`src/rtl/tapr_pkg.sv`:
```
// Package: shared types for the multi-die test access router.
// Holds the 16-state test access state machine encoding, the routing
// mode type and the next-state function used by the state tracker.
package tapr_pkg;

    typedef enum logic [3:0] {
        ST_RESET   = 4'd0,
        ST_IDLE    = 4'd1,
        ST_SEL_DR  = 4'd2,
        ST_CAP_DR  = 4'd3,
        ST_SH_DR   = 4'd4,
        ST_EX1_DR  = 4'd5,
        ST_PAU_DR  = 4'd6,
        ST_EX2_DR  = 4'd7,
        ST_UPD_DR  = 4'd8,
        ST_SEL_IR  = 4'd9,
        ST_CAP_IR  = 4'd10,
        ST_SH_IR   = 4'd11,
        ST_EX1_IR  = 4'd12,
        ST_PAU_IR  = 4'd13,
        ST_EX2_IR  = 4'd14,
        ST_UPD_IR  = 4'd15
    } tap_state_e;

    typedef enum logic {
        ROUTE_RING = 1'b0,
        ROUTE_STAR = 1'b1
    } route_mode_e;

    // Next state of the test access state machine for a given mode select.
    function automatic tap_state_e tap_next(input tap_state_e s, input logic m);
        tap_state_e n;
        case (s)
            ST_RESET:  n = m ? ST_RESET  : ST_IDLE;
            ST_IDLE:   n = m ? ST_SEL_DR : ST_IDLE;
            ST_SEL_DR: n = m ? ST_SEL_IR : ST_CAP_DR;
            ST_CAP_DR: n = m ? ST_EX1_DR : ST_SH_DR;
            ST_SH_DR:  n = m ? ST_EX1_DR : ST_SH_DR;
            ST_EX1_DR: n = m ? ST_UPD_DR : ST_PAU_DR;
            ST_PAU_DR: n = m ? ST_EX2_DR : ST_PAU_DR;
            ST_EX2_DR: n = m ? ST_UPD_DR : ST_SH_DR;
            ST_UPD_DR: n = m ? ST_SEL_DR : ST_IDLE;
            ST_SEL_IR: n = m ? ST_RESET  : ST_CAP_IR;
            ST_CAP_IR: n = m ? ST_EX1_IR : ST_SH_IR;
            ST_SH_IR:  n = m ? ST_EX1_IR : ST_SH_IR;
            ST_EX1_IR: n = m ? ST_UPD_IR : ST_PAU_IR;
            ST_PAU_IR: n = m ? ST_EX2_IR : ST_PAU_IR;
            ST_EX2_IR: n = m ? ST_UPD_IR : ST_SH_IR;
            ST_UPD_IR: n = m ? ST_SEL_DR : ST_IDLE;
            default:   n = ST_RESET;
        endcase
        return n;
    endfunction

endpackage

```
`src/rtl/tapr_fsm.sv`:
```
// Module: tapr_fsm
// Tracks the external test access state machine on tck/tms.
// Assumes trst_n is sampled synchronously on the rising tck edge.
// Exposes both the current state and the state it will take next,
// so that other logic can act on entry into a state.
module tapr_fsm
    import tapr_pkg::*;
(
    input  logic       tck,
    input  logic       trst_n,
    input  logic       tms,
    output tap_state_e state_q,
    output tap_state_e state_nx
);

    // Next-state decode from the shared table.
    always_comb begin
        state_nx = tap_next(state_q, tms);
    end

    // State register with synchronous active-low reset.
    always_ff @(posedge tck) begin
        if (!trst_n) begin
            state_q <= ST_RESET;
        end else begin
            state_q <= state_nx;
        end
    end

    // five rising edges with tms high always land in the reset state.
    assert_five_ones_reset_R2: assert property (@(posedge tck) disable iff (!trst_n)
        ($past(tms, 1) && $past(tms, 2) && $past(tms, 3) && $past(tms, 4) && $past(tms, 5))
        |-> (state_q == ST_RESET));

endmodule

```
`src/rtl/tapr_ctrl.sv`:
```
// Module: tapr_ctrl
// Router-owned registers: the instruction register, the 32-bit package
// code register and the routing register, plus the routing in force and
// the pending routing request. Assumes the state inputs come from
// tapr_fsm on the same clock. A request is applied only on entry into
// Update-IR or Run-Test/Idle, so no chain is cut during a shift.
module tapr_ctrl
    import tapr_pkg::*;
#(
    parameter int          N_DIES     = 3,
    parameter int          SEL_W      = 2,
    parameter int          IR_W       = 4,
    parameter logic [31:0] PKG_IDCODE = 32'h4C7A_E02B,
    parameter logic [3:0]  OP_IDCODE  = 4'b0001,
    parameter logic [3:0]  OP_ROUTE   = 4'b1010
) (
    input  logic              tck,
    input  logic              trst_n,
    input  logic              tdi,
    input  tap_state_e        state_q,
    input  tap_state_e        state_nx,
    output route_mode_e       mode_q,
    output logic [SEL_W-1:0]  sel_q,
    output logic              ir_out,
    output logic              own_dr,
    output logic              own_dr_bit
);

    localparam int              RT_W       = SEL_W + 1;
    localparam logic [IR_W-1:0] IR_CAPTURE = IR_W'(1);
    localparam logic [IR_W-1:0] IR_ID      = IR_W'(OP_IDCODE);
    localparam logic [IR_W-1:0] IR_RT      = IR_W'(OP_ROUTE);
    localparam logic [SEL_W:0]  SEL_LIMIT  = (SEL_W + 1)'(N_DIES);

    logic [IR_W-1:0]  ir_sh;
    logic [IR_W-1:0]  ir_q;
    logic [31:0]      id_sh;
    logic [RT_W-1:0]  rt_sh;
    logic [RT_W-1:0]  pend_q;
    logic [RT_W-1:0]  pend_nx;
    logic             is_id;
    logic             is_rt;
    logic             wr_route;
    logic             apply;
    logic             soft_rst;

    // Decode of the active instruction and of the write/apply events.
    always_comb begin
        is_id    = (ir_q == IR_ID);
        is_rt    = (ir_q == IR_RT);
        soft_rst = !trst_n || (state_q == ST_RESET);
        wr_route = is_rt && (state_q == ST_UPD_DR) &&
                   ({1'b0, rt_sh[RT_W-1:1]} < SEL_LIMIT);
        pend_nx  = wr_route ? rt_sh : pend_q;
        apply    = (state_nx == ST_UPD_IR) || (state_nx == ST_IDLE);
    end

    // Instruction shift stage: capture the fixed pattern, shift toward tdo.
    always_ff @(posedge tck) begin
        if (soft_rst) begin
            ir_sh <= IR_CAPTURE;
        end else if (state_q == ST_CAP_IR) begin
            ir_sh <= IR_CAPTURE;
        end else if (state_q == ST_SH_IR) begin
            ir_sh <= {tdi, ir_sh[IR_W-1:1]};
        end
    end

    // Package code data register: load on capture, shift under identification.
    always_ff @(posedge tck) begin
        if (soft_rst) begin
            id_sh <= PKG_IDCODE;
        end else if (is_id && state_q == ST_CAP_DR) begin
            id_sh <= PKG_IDCODE;
        end else if (is_id && state_q == ST_SH_DR) begin
            id_sh <= {tdi, id_sh[31:1]};
        end
    end

    // Routing data register: capture the routing in force, then shift.
    always_ff @(posedge tck) begin
        if (soft_rst) begin
            rt_sh <= '0;
        end else if (is_rt && state_q == ST_CAP_DR) begin
            rt_sh <= {sel_q, mode_q};
        end else if (is_rt && state_q == ST_SH_DR) begin
            rt_sh <= {tdi, rt_sh[RT_W-1:1]};
        end
    end

    // Instruction, pending request and routing in force.
    always_ff @(posedge tck) begin
        if (soft_rst) begin
            ir_q   <= IR_ID;
            pend_q <= '0;
            mode_q <= ROUTE_RING;
            sel_q  <= '0;
        end else begin
            if (state_q == ST_UPD_IR) begin
                ir_q <= ir_sh;
            end
            pend_q <= pend_nx;
            if (apply) begin
                mode_q <= route_mode_e'(pend_nx[0]);
                sel_q  <= pend_nx[RT_W-1:1];
            end
        end
    end

    // Outputs toward the routing fabric.
    always_comb begin
        ir_out     = ir_sh[0];
        own_dr     = is_rt || (is_id && mode_q == ROUTE_RING);
        own_dr_bit = is_rt ? rt_sh[0] : id_sh[0];
    end

    // the routing in force changes only in Update-IR, Run-Test/Idle or reset.
    assert_cfg_switch_point_R8: assert property (@(posedge tck) disable iff (!trst_n)
        (!$stable(mode_q) || !$stable(sel_q)) |->
        (state_q == ST_UPD_IR || state_q == ST_IDLE || state_q == ST_RESET));

    // the selected die number never leaves the valid range.
    assert_sel_in_range_R11: assert property (@(posedge tck) disable iff (!trst_n)
        ({1'b0, sel_q} < SEL_LIMIT));

endmodule

```
`src/rtl/tapr_route.sv`:
```
// Module: tapr_route
// Combinational fabric that steers mode select and serial data to the
// dies and picks the source for external tdo. Assumes die data outputs
// are stable around the falling tck edge. Ring routing chains die k-1
// into die k; star routing feeds only the selected die and parks the rest.
module tapr_route
    import tapr_pkg::*;
#(
    parameter int N_DIES = 3,
    parameter int SEL_W  = 2
) (
    input  logic              tck,
    input  logic              trst_n,
    input  logic              tms,
    input  logic              tdi,
    input  tap_state_e        state_q,
    input  route_mode_e       mode_q,
    input  logic [SEL_W-1:0]  sel_q,
    input  logic              ir_out,
    input  logic              own_dr,
    input  logic              own_dr_bit,
    input  logic [N_DIES-1:0] die_tdo,
    output logic [N_DIES-1:0] die_tms,
    output logic [N_DIES-1:0] die_tdi,
    output logic              tdo_src
);

    logic head;
    logic chain_end;
    logic ring;

    // Chain head: router instruction stage during Shift-IR, else external tdi.
    always_comb begin
        ring = (mode_q == ROUTE_RING);
        head = (state_q == ST_SH_IR) ? ir_out : tdi;
    end

    // Per-die steering of mode select and data in.
    for (genvar k = 0; k < N_DIES; k++) begin : g_die
        assign die_tms[k] = (!ring && sel_q != SEL_W'(k)) ? 1'b1 : tms;
        if (k == 0) begin : g_first
            assign die_tdi[k] = head;
        end else begin : g_rest
            assign die_tdi[k] = ring ? die_tdo[k-1] : head;
        end
    end

    // Chain end: last die in ring, the selected die in star.
    always_comb begin
        chain_end = die_tdo[N_DIES-1];
        if (!ring) begin
            chain_end = 1'b1;
            for (int k = 0; k < N_DIES; k++) begin
                if (sel_q == SEL_W'(k)) begin
                    chain_end = die_tdo[k];
                end
            end
        end
    end

    // External data source: router register when it owns the data path.
    always_comb begin
        tdo_src = (state_q == ST_SH_DR && own_dr) ? own_dr_bit : chain_end;
    end

    // in star routing at most one die follows tms, and it is the selected one.
    assert_star_parks_others_R9: assert property (@(posedge tck) disable iff (!trst_n)
        (mode_q == ROUTE_STAR) |->
        (($countones(~die_tms) <= 1) && ($countones(die_tms) >= N_DIES - 1)));

endmodule

```
`src/rtl/pkg_tap_router.sv`:
```
// Module: pkg_tap_router (top)
// Routes one external test access port to N die-side ports in star or
// ring routing. Assumes all dies share tck and that the host die's
// identification code is given as PKG_IDCODE (least significant bit 1).
// External tdo and its enable are retimed to the falling tck edge.
module pkg_tap_router
    import tapr_pkg::*;
#(
    parameter int          N_DIES     = 3,
    parameter int          IR_W       = 4,
    parameter logic [31:0] PKG_IDCODE = 32'h4C7A_E02B,
    parameter logic [3:0]  OP_IDCODE  = 4'b0001,
    parameter logic [3:0]  OP_ROUTE   = 4'b1010
) (
    input  logic              tck,
    input  logic              trst_n,
    input  logic              tms,
    input  logic              tdi,
    output logic              tdo,
    output logic              tdo_oe,
    output logic [N_DIES-1:0] die_tms,
    output logic [N_DIES-1:0] die_tdi,
    input  logic [N_DIES-1:0] die_tdo
);

    localparam int SEL_W = (N_DIES > 1) ? $clog2(N_DIES) : 1;

    tap_state_e        state_q;
    tap_state_e        state_nx;
    route_mode_e       mode_q;
    logic [SEL_W-1:0]  sel_q;
    logic              ir_out;
    logic              own_dr;
    logic              own_dr_bit;
    logic              tdo_src;

    tapr_fsm u_fsm (
        .tck      (tck),
        .trst_n   (trst_n),
        .tms      (tms),
        .state_q  (state_q),
        .state_nx (state_nx)
    );

    tapr_ctrl #(
        .N_DIES     (N_DIES),
        .SEL_W      (SEL_W),
        .IR_W       (IR_W),
        .PKG_IDCODE (PKG_IDCODE),
        .OP_IDCODE  (OP_IDCODE),
        .OP_ROUTE   (OP_ROUTE)
    ) u_ctrl (
        .tck        (tck),
        .trst_n     (trst_n),
        .tdi        (tdi),
        .state_q    (state_q),
        .state_nx   (state_nx),
        .mode_q     (mode_q),
        .sel_q      (sel_q),
        .ir_out     (ir_out),
        .own_dr     (own_dr),
        .own_dr_bit (own_dr_bit)
    );

    tapr_route #(
        .N_DIES (N_DIES),
        .SEL_W  (SEL_W)
    ) u_route (
        .tck        (tck),
        .trst_n     (trst_n),
        .tms        (tms),
        .tdi        (tdi),
        .state_q    (state_q),
        .mode_q     (mode_q),
        .sel_q      (sel_q),
        .ir_out     (ir_out),
        .own_dr     (own_dr),
        .own_dr_bit (own_dr_bit),
        .die_tdo    (die_tdo),
        .die_tms    (die_tms),
        .die_tdi    (die_tdi),
        .tdo_src    (tdo_src)
    );

    // Falling-edge retiming of external data out and its enable.
    always_ff @(negedge tck) begin
        if (!trst_n) begin
            tdo    <= 1'b1;
            tdo_oe <= 1'b0;
        end else begin
            tdo    <= tdo_src;
            tdo_oe <= (state_q == ST_SH_DR) || (state_q == ST_SH_IR);
        end
    end

    // the output enable is seen high only inside a shift state.
    assert_oe_only_shift_R3: assert property (@(posedge tck) disable iff (!trst_n)
        tdo_oe |-> (state_q == ST_SH_DR || state_q == ST_SH_IR));

endmodule

```
`config.mk`:
```
export PLATFORM = sky130hd
export DESIGN_NAME = pkg_tap_router
export DESIGN_NICKNAME = d
export VERILOG_FILES = /design/src/rtl/tapr_pkg.sv /design/src/rtl/tapr_fsm.sv /design/src/rtl/tapr_ctrl.sv /design/src/rtl/tapr_route.sv /design/src/rtl/pkg_tap_router.sv
export SDC_FILE = /design/constraint.sdc
export NUM_CORES = 1
export LEC_CHECK = 0
export BUFFER_PORTS_ARGS = -buffer_cell sky130_fd_sc_hd__clkbuf_2
export CORE_MARGIN = 8
export CORE_UTILIZATION = 45
export DETAILED_ROUTE_END_ITERATION = 7
export GPL_TIMING_DRIVEN = 0
export SLEW_MARGIN = 20
export SYNTH_ARGS = -nofsm -noshare
export SYNTH_HDL_FRONTEND = slang
export SYNTH_SLANG_ARGS = --single-unit
```
`constraint.sdc`:
```
create_clock -name tck -period 1.7 [get_ports tck]
set_input_delay 0.34 -clock tck [delete_from_list [all_inputs] [get_ports tck]]
set_output_delay 0.34 -clock tck [all_outputs]
set_load 0.01 [all_outputs]
```
==> results.md, run 1 <==
- Status: finished, violations left
- Violated checks: negative setup slack
- Post-Syn Nets: 310
- Total wire length: 5830 um
- Leak Pwr: 1.27 nW
- I/O Buffers: 14
- RSZ-0062 raised after global routing: yes
- Worst skew pair latency: 360 ps
- First-pass GRT wire length: 9460 um
- Clock buffer depth: 2
- Htree depth: 2
- Crit path kind: reg -> reg
- Initial Util: 0.456
- Async SR Flop Fraction: 0
- Worst setup SP type: flop
- Max_slew headroom: 0.562
- RePlAce Congestion: 0.816
- Post-Syn Area: 0.00245 sq mm
- I/O pin total: 15
- Avg Cell Area, Syn: 8.09 sq um
- Crit-path max FO: 6
- Vias post-DR: 2,187
- Post-synth EDFFs: 0
- Layout cells sized above 1: 0.354
- Residual DRC: 0
- Crit path launch: u_ctrl.ir_q[1]
- Clock Skew: 53.2 ps
- Worst-margin pin slew: 647 ps
- Total gr overflow: 0
- HP Start: tdi
- Synth top area cells: dfxtp_1 45%, nand2_1 11%, a21oi_1 5.5%
- Synth area leader: dfxtp_1
- CTS tree: yes
- Top cell type's share of synthesized area: 0.449
- CP max-delay cell: or4b_1
- YS warnings: 0
- Crit path max-delay family: compound AO/OA/AOI/OAI gates
- Post-layout util: 0.601
- Die Width: 89.8 um
- CP bufs+invs: 0
- Placed Instances: 389
- Clock root buffer: clkbuf_8
- Final hold vios: 0
- Pwr dens: 762 mW/mm^2
- VDD IR max: 0.453 mV
- Final critical-path setup slack: -739 ps
- Worst EP arrival: 1840 ps
- Reg-to-reg slack, setup: -740 ps
- Via/cell ratio: 5.22
- Drt first pass iters: 4
- Hold_ws: 305 ps
- Largest net degree at the start of global routing: 19
- Fin nets: 353
- Core ar.: 0.00537 sq mm
- CTS buffer count: 5
- RR Startpoint: u_ctrl.ir_q[1]
- Register bit count reported by yosys: 55
- Post-CTS Hold Buffers: 0
- Row count: 27
- WL per Instance: 13.9 um
- TNS Setup: -6770 ps
- Antenna viol nets, final: 0
- Setup violators final: 47
- Cell variety after synth: 48
- Die height: 89.8 um
- Slew Limit Fails: 0
- Antenna violations before repair: 0
- HP Class: in -> reg
- Vias in the first global route: 2,055
- Cell count after synthesis: 303
- Max-cap violations: 0
- Die area: 0.00806 sq mm
- Critical-path cell list: or4b_1 -> a211o_1 -> o311ai_2
- ANT cells: 0
- Crit. End Element: flop
- Slowest cell delay on critical path: 510 ps
- Register area share after synthesis: 0.449
- Total track usage: 0.140
- Critical Path RT: 1100 ps
- HPWL Detailed: 3680 um
- Dominant synthesized flop cell: dfxtp_1
- Worst-path clk slew: 110 ps
- Synth-to-Final Area Change: 31.6%
- Non-filler instance count after layout: 419
- Initial DRC count: 89
- Post-placement setup slack: -842 ps
- Sink Count: 55
==> worst min-delay path, stage by stage <==
cell and delay, ps:
clkbuf_2 130, nand2_1 70, a21oi_1 50
==> layout make-up <==
type | count | area, sq um
Clock inverter | 4 | 23.8
Fill cell | 484 | 2140
Sequential cell | 55 | 1110
Multi-Input combinational cell | 220 | 1450
Timing Repair Buffer | 37 | 277
Tap cell | 72 | 90.1
Buffer | 20 | 156
Clock buffer | 6 | 93.8
Inverter | 5 | 18.8
==> what timing repair did <==
action                     in CTS  in global routing
setup buffers                   9                 11
setup endpoints to repair      46                 51
resized for setup              55                 46
gates cloned                    3                  0
pin swaps                      17                  7
==> final timing paths <==
check,end,depth (start not counted)
max,tdo,3
min,u_ctrl.id_sh[31],3
max reg2reg,tdo,3
min reg2reg,u_ctrl.id_sh[28],2
==> kinds of logic after synthesis <==
group                  synth area share
AOI/OAI and AO/OA                 0.164
DFF                               0.449
and+or+nand+nor                   0.297
muxes                            0.0332
buffers and inverters            0.0562
==> registers in the layout, indices dropped and copies added (netlist names) <==
signal         flops
u_ctrl.mode_q      1
u_ctrl.id_sh      32
u_ctrl.ir_sh       4
tdo                1
tdo_oe             1
u_ctrl.sel_q       2
u_ctrl.ir_q        4
u_fsm.state_q      4
u_ctrl.rt_sh       3
u_ctrl.pend_q      3
==> layer usage <==
layer | vias up | track usage | wire length, um
met2 | 20 | 0.217 | 2690
met5 | - | 0 | 0
met3 | 6 | 0.0333 | 153
met1 | 1027 | 0.182 | 2900
li1 | 1134 | - | -
met4 | 0 | 0.0522 | 92
==> through the flow <==
step	power [mW]	instance area (sq um)
3_5_place_dp	1.56	2630
2_1_floorplan	1.50	2470
4_1_cts	2.43	3030
3_3_place_gp	1.56	2630
6_report	2.46	3230
5_1_grt	2.57	3230
==> layout by cell type (no fill, tap or decap), drive strengths merged, types with 2 or more instances in the layout <==
master / synthesis / final
a211o: 2 / 2
o31ai: 2 / 2
o21ai: 10 / 10
dfxtp: 55 / 55
nand4bb: 2 / 2
a2111oi: 2 / 2
nor2b: 4 / 4
nand2b: 8 / 8
nor2: 21 / 21
buf: 15 / 37
or3: 2 / 2
nand3: 17 / 17
o22ai: 4 / 4
inv: 6 / 8
or4b: 4 / 4
nor3: 2 / 2
nand3b: 4 / 4
clkbuf: 7 / 26
nand2: 73 / 73
o21a: 3 / 3
mux2i: 7 / 7
or2: 3 / 3
a211oi: 5 / 5
nor4b: 2 / 2
a21oi: 28 / 28
==> cell usage after synthesis (2+ instances only) <==
library cell,n
nand2_1,73
dfxtp_1,55
a21oi_1,27
nor2_1,20
nand3_1,17
o21ai_0,9
buf_2,8
nand2b_1,8
clkbuf_1,7
mux2i_1,7
inv_1,6
a211oi_1,4
buf_4,4
nand3b_1,4
nor2b_1,4
o22ai_1,4
o21a_1,3
or2_2,3
or4b_1,3
a2111oi_0,2
a211o_1,2
buf_1,2
nand4bb_1,2
nor3_1,2
nor4b_1,2
o31ai_1,2
or3_1,2
==> power breakdown <==
part	total, mW	internal [mW]	switching [mW]
Combinational	0.304	0.132	0.172
Clock	0.845	0.394	0.451
Sequential	1.31	1.30	0.0101
Total	2.46	1.83	0.634
Power figures use the tool's default switching activity.
==> inputs of run 2 (changes only) <==
--- a/config.mk
+++ b/config.mk
@@ -10,6 +10,8 @@
 export CORE_UTILIZATION = 45
 export DETAILED_ROUTE_END_ITERATION = 7
 export GPL_TIMING_DRIVEN = 0
+export PLACE_DENSITY = 0.69
+export SKIP_LAST_GASP = 1
 export SLEW_MARGIN = 20
 export SYNTH_ARGS = -nofsm -noshare
 export SYNTH_HDL_FRONTEND = slang
==> run 2 against run 1 <==
The flow still finishes with violations (negative setup slack). Sequential power is essentially flat. Sequential share of layout area shrank 1.9 points. Utilization grew 3.8 points. Largest cell class unchanged. Total power grew 2.5%. Design area grew 6.2%.
==> results.md, run 2 (synthesis gave the netlist of run 1 again) <==
- Core ar.: 0.00537 sq mm
- Total gr overflow: 0
- Via/cell ratio: 5.40
- Setup violators final: 46
- GRT met3 Usage: 0.0374
- Slowest cell delay on critical path: 510 ps
- Largest Register: u_ctrl.id_sh
- VDD IR max: 0.741 mV
- Worst setup SP type: flop
- Vias post-DR: 2,286
- Slew Limit Fails: 0
- Initial Util: 0.456
- Die area: 0.00806 sq mm
- Non-filler instance count after layout: 423
- HP Class: in -> reg
- Status: finished, violations left
- RSZ-0062 raised after global routing: yes
- Initial DRC count: 175
- WL per Instance: 15.1 um
- CTS buffer count: 5
- CTS tree: yes
- Total power: 2.52 mW
- Die Width: 89.8 um
- Placed Instances: 389
- Pwr dens: 735 mW/mm^2
- Synth-to-Final Area Change: 39.9%
- Worst skew pair latency: 360 ps
- Clock buffer depth: 2
- Antenna viol nets, final: 0
- Clock root buffer: clkbuf_8
- Final critical-path setup slack: -632 ps
- Max reg flops: 32
- Max_slew headroom: 0.591
- I/O pin total: 15
- Row count: 27
- Violated checks: negative setup slack
- Met2 usage: 0.204
- Met1 Resource Use GR: 0.180
- Post-layout util: 0.638
- Commonest non-fill, non-tap cell in the layout: nand2_1
- Layout cells sized above 1: 0.393
- Antenna violations before repair: 0
- Crit path max-delay family: compound AO/OA/AOI/OAI gates
- Final hold vios: 0
- Largest net degree at the start of global routing: 17
- Max-cap violations: 0
- Sink Count: 55
- Vias in the first global route: 1,939
- Worst-margin pin slew: 611 ps
- Filler cell count in the final layout: 421
- Crit-path max FO: 3
- Commonest cells after routing, fill and taps aside: 49 x nand2_1, 48 x dfxtp_1, 26 x buf_6
- Worst EP arrival: 1720 ps
- Residual DRC: 0
- HPWL Detailed: 3750 um
- Leak Pwr: 1.32 nW
- Total wire length: 6390 um
- RePlAce Congestion: 0.830
- Die height: 89.8 um
- Htree depth: 2
- Drt first pass iters: 4
- CP bufs+invs: 0
- Worst-path clk slew: 90 ps
- ANT cells: 0
- Gr busiest metal: met2
- I/O Buffers: 14
- Total track usage: 0.135
- CP max-delay cell: or4b_1
- First-pass GRT wire length: 9200 um
- Critical Path RT: 1090 ps
- Clock Skew: 69.0 ps
- TNS Setup: -11,070 ps
- Crit. End Element: flop
- Critical-path cell list: or4b_1 -> a211o_1 -> o2111ai_2 -> o311ai_1
- Crit path kind: reg -> reg
- Fin nets: 357
run 2: worst paths after layout:
| check | from | end | slack, ps | depth (start not counted) |
|---|---|---|---|---|
| worst max-delay path | u_ctrl.mode_q | tdo | -630 | 4 |
| worst min-delay path | trst_n | u_fsm.state_q[2] | 350 | 3 |
| worst max register to register | u_ctrl.mode_q | tdo | -630 | 4 |
| worst min register to register | u_ctrl.id_sh[11] | u_ctrl.id_sh[10] | 460 | 2 |
run 2: worst reg2reg max path: stages (launching register included):
cell and delay (ps):
dfxtp_4 370, or4b_1 520, a211o_1 350, o2111ai_2 80, o311ai_1 120
run 2: stage by stage:
step	hold WS, ps	worst slack, ps	cell area (sq um)
after floorplan	432	-661	2470
after global placement	437	-766	2630
after detailed placement	444	-774	2630
after CTS	322	-672	2890
after global routing	330	-661	3430
final	348	-632	3430
run 2: what timing repair did:
| item | CTS | global route |
|---|---|---|
| buffers inserted | 5 | 16 |
| resized for setup | 27 | 122 |
| hold buffers | 0 | 0 |
| gates cloned | 3 | 4 |
| pin swaps | 6 | 40 |
| setup endpoints to repair | 46 | 57 |
run 2: per-layer routing:
metal	part of all wire	up-vias	routed length [um]
met5	0	-	0
met4	0.0063	0	40
met3	0.025	4	163
met2	0.50	28	3220
met1	0.46	1118	2970
li1	-	1136	-
run 2: area by class of cell:
type	count	area, sq um	share of cell area
multi-input combinational	220	1520	0.443
buffer	19	163	0.0474
inverter	5	18.8	0.00547
sequential	55	1120	0.326
clock inverter	2	7.51	0.00219
tap	72	90.1	0.0263
clock buffer	8	121	0.0354
timing repair buffer	42	392	0.114
run 2: report_power, final:
part	internal (mW)	leakage (nW)	switching (mW)
clock	0.467	0.0733	0.425
combinational	0.142	0.795	0.178
sequential	1.30	0.449	0.0110
==> inputs of run 3 (changes only) <==
--- a/config.mk
+++ b/config.mk
@@ -11,6 +11,7 @@
 export DETAILED_ROUTE_END_ITERATION = 7
 export GPL_TIMING_DRIVEN = 0
 export PLACE_DENSITY = 0.69
+export RECOVER_POWER = 25
 export SKIP_LAST_GASP = 1
 export SLEW_MARGIN = 20
 export SYNTH_ARGS = -nofsm -noshare
==> run 3 against run 2 <==
The run still ends with negative setup slack left. Non-clock buffer count stayed put. Combinational power hardly changed. Hold slack hardly changed. Largest power group unchanged.
==> results.md, run 3 (synthesis gave the netlist of run 1 again) <==
- Gr busiest metal: met2
- Filler cell count in the final layout: 423
- Post-route cell area: 0.00342 sq mm
- Area of the multi-input gates: 0.00152 sq mm
- VDD IR max: 0.740 mV
- Clock buffer depth: 2
- Core ar.: 0.00537 sq mm
- WL per Instance: 15.1 um
- I/O Buffers: 14
- Largest Register: u_ctrl.id_sh
- Critical Path RT: 1090 ps
- Initial Util: 0.456
- Setup violators final: 46
- Die area: 0.00806 sq mm
- CTS buffer count: 5
- Commonest cells after routing, fill and taps aside: 49 x nand2_1, 48 x dfxtp_1, 26 x buf_6
- Row count: 27
- Crit. End Element: flop
- Post-layout util: 0.637
- Antenna viol nets, final: 0
- Leak Pwr: 1.31 nW
- Worst setup SP type: flop
- Clock root buffer: clkbuf_8
- Worst-path clk slew: 90 ps
- ANT cells: 0
- Placed Instances: 389
- Die height: 89.8 um
- Htree depth: 2
- Worst-margin pin slew: 599 ps
- TNS Setup: -11,090 ps
- Drt first pass iters: 4
- Max_slew headroom: 0.599
- I/O pin total: 15
- Worst EP arrival: 1720 ps
- First-pass GRT wire length: 9200 um
- Initial DRC count: 175
- Sink Count: 55
- Commonest non-fill, non-tap cell in the layout: nand2_1
- Crit path kind: reg -> reg
- Max-cap violations: 0
- Total gr overflow: 0
- Reg area: 0.00112 sq mm
- RePlAce Congestion: 0.830
- Slew Limit Fails: 0
- HPWL Detailed: 3750 um
- GRT met3 Usage: 0.0374
- Area after DPL: 0.00263 sq mm
- Synth-to-Final Area Change: 39.7%
- Met2 usage: 0.204
- Layout cells sized above 1: 0.387
- RSZ-0062 raised after global routing: yes
- Worst skew pair latency: 360 ps
- Max reg flops: 32
- Pwr dens: 735 mW/mm^2
- Violated checks: negative setup slack
- Total track usage: 0.135
- Die Width: 89.8 um
- Post-placement setup slack: -774 ps
- Largest net degree at the start of global routing: 17
- Total power: 2.51 mW
- Residual DRC: 0
- CTS tree: yes
- Antenna violations before repair: 0
- Vias post-DR: 2,289
- Total wire length: 6370 um
- Non-filler instance count after layout: 423
- Status: finished, violations left
- Met1 Resource Use GR: 0.180
- HP Class: in -> reg
- Via/cell ratio: 5.41
- Final critical-path setup slack: -632 ps
- Final hold vios: 0
- Clock Skew: 70.5 ps
- Crit-path max FO: 3
- Fin nets: 357
- Hold_ws: 347 ps
- Vias in the first global route: 1,939
==> run 3: cell count changes in the layout (fill, tap and decap cells not counted) <==
cell,previous run,this run
clkbuf_2,10,9
buf_4,12,11
clkbuf_1,4,6
==> run 3: metal layers <==
layer,up-vias,share of wire,wire (um)
met5,-,0,0
met4,0,0.0047,30
met3,2,0.030,188
met2,39,0.51,3220
met1,1112,0.46,2930
li1,1136,-,-
==> run 3: area by class of cell <==
| type | instances | area share |
|---|---|---|
| multi-input combinational | 220 | 0.444 |
| sequential | 55 | 0.326 |
| timing repair buffer | 42 | 0.114 |
| buffer | 19 | 0.0468 |
| clock buffer | 8 | 0.0355 |
| tap | 72 | 0.0263 |
| inverter | 5 | 0.00548 |
| clock inverter | 2 | 0.00219 |
==> run 3: path summary, 6_finish.rpt <==
path	startpoint	endpoint	slack (ps)	depth (start not counted)
worst min register to register	u_ctrl.id_sh[11]	u_ctrl.id_sh[10]	460	2
worst max register to register	u_ctrl.mode_q	tdo	-630	4
worst max-delay path	u_ctrl.mode_q	tdo	-630	4
worst min-delay path	trst_n	u_fsm.state_q[2]	350	3
==> run 3: where the power goes <==
part	switching (mW)	internal (mW)	total (mW)
combinational	0.177	0.140	0.317
sequential	0.0110	1.30	1.31
clock	0.422	0.467	0.889
total	0.610	1.90	2.51
==> run 3: timing repair <==
item | 4_1_cts | 5_1_grt
pin swaps | 6 | 40
hold buffers | 0 | 0
setup buffers | 5 | 16
setup endpoints to repair | 46 | 57
cloned | 3 | 4
gates resized for setup | 27 | 122
hold endpoints to repair | 0 | 0
==> run 3: critical path: stages (launching register included) <==
cell,delay (ps)
dfxtp_4,370
or4b_1,510
a211o_1,350
o2111ai_2,80
o311ai_1,120
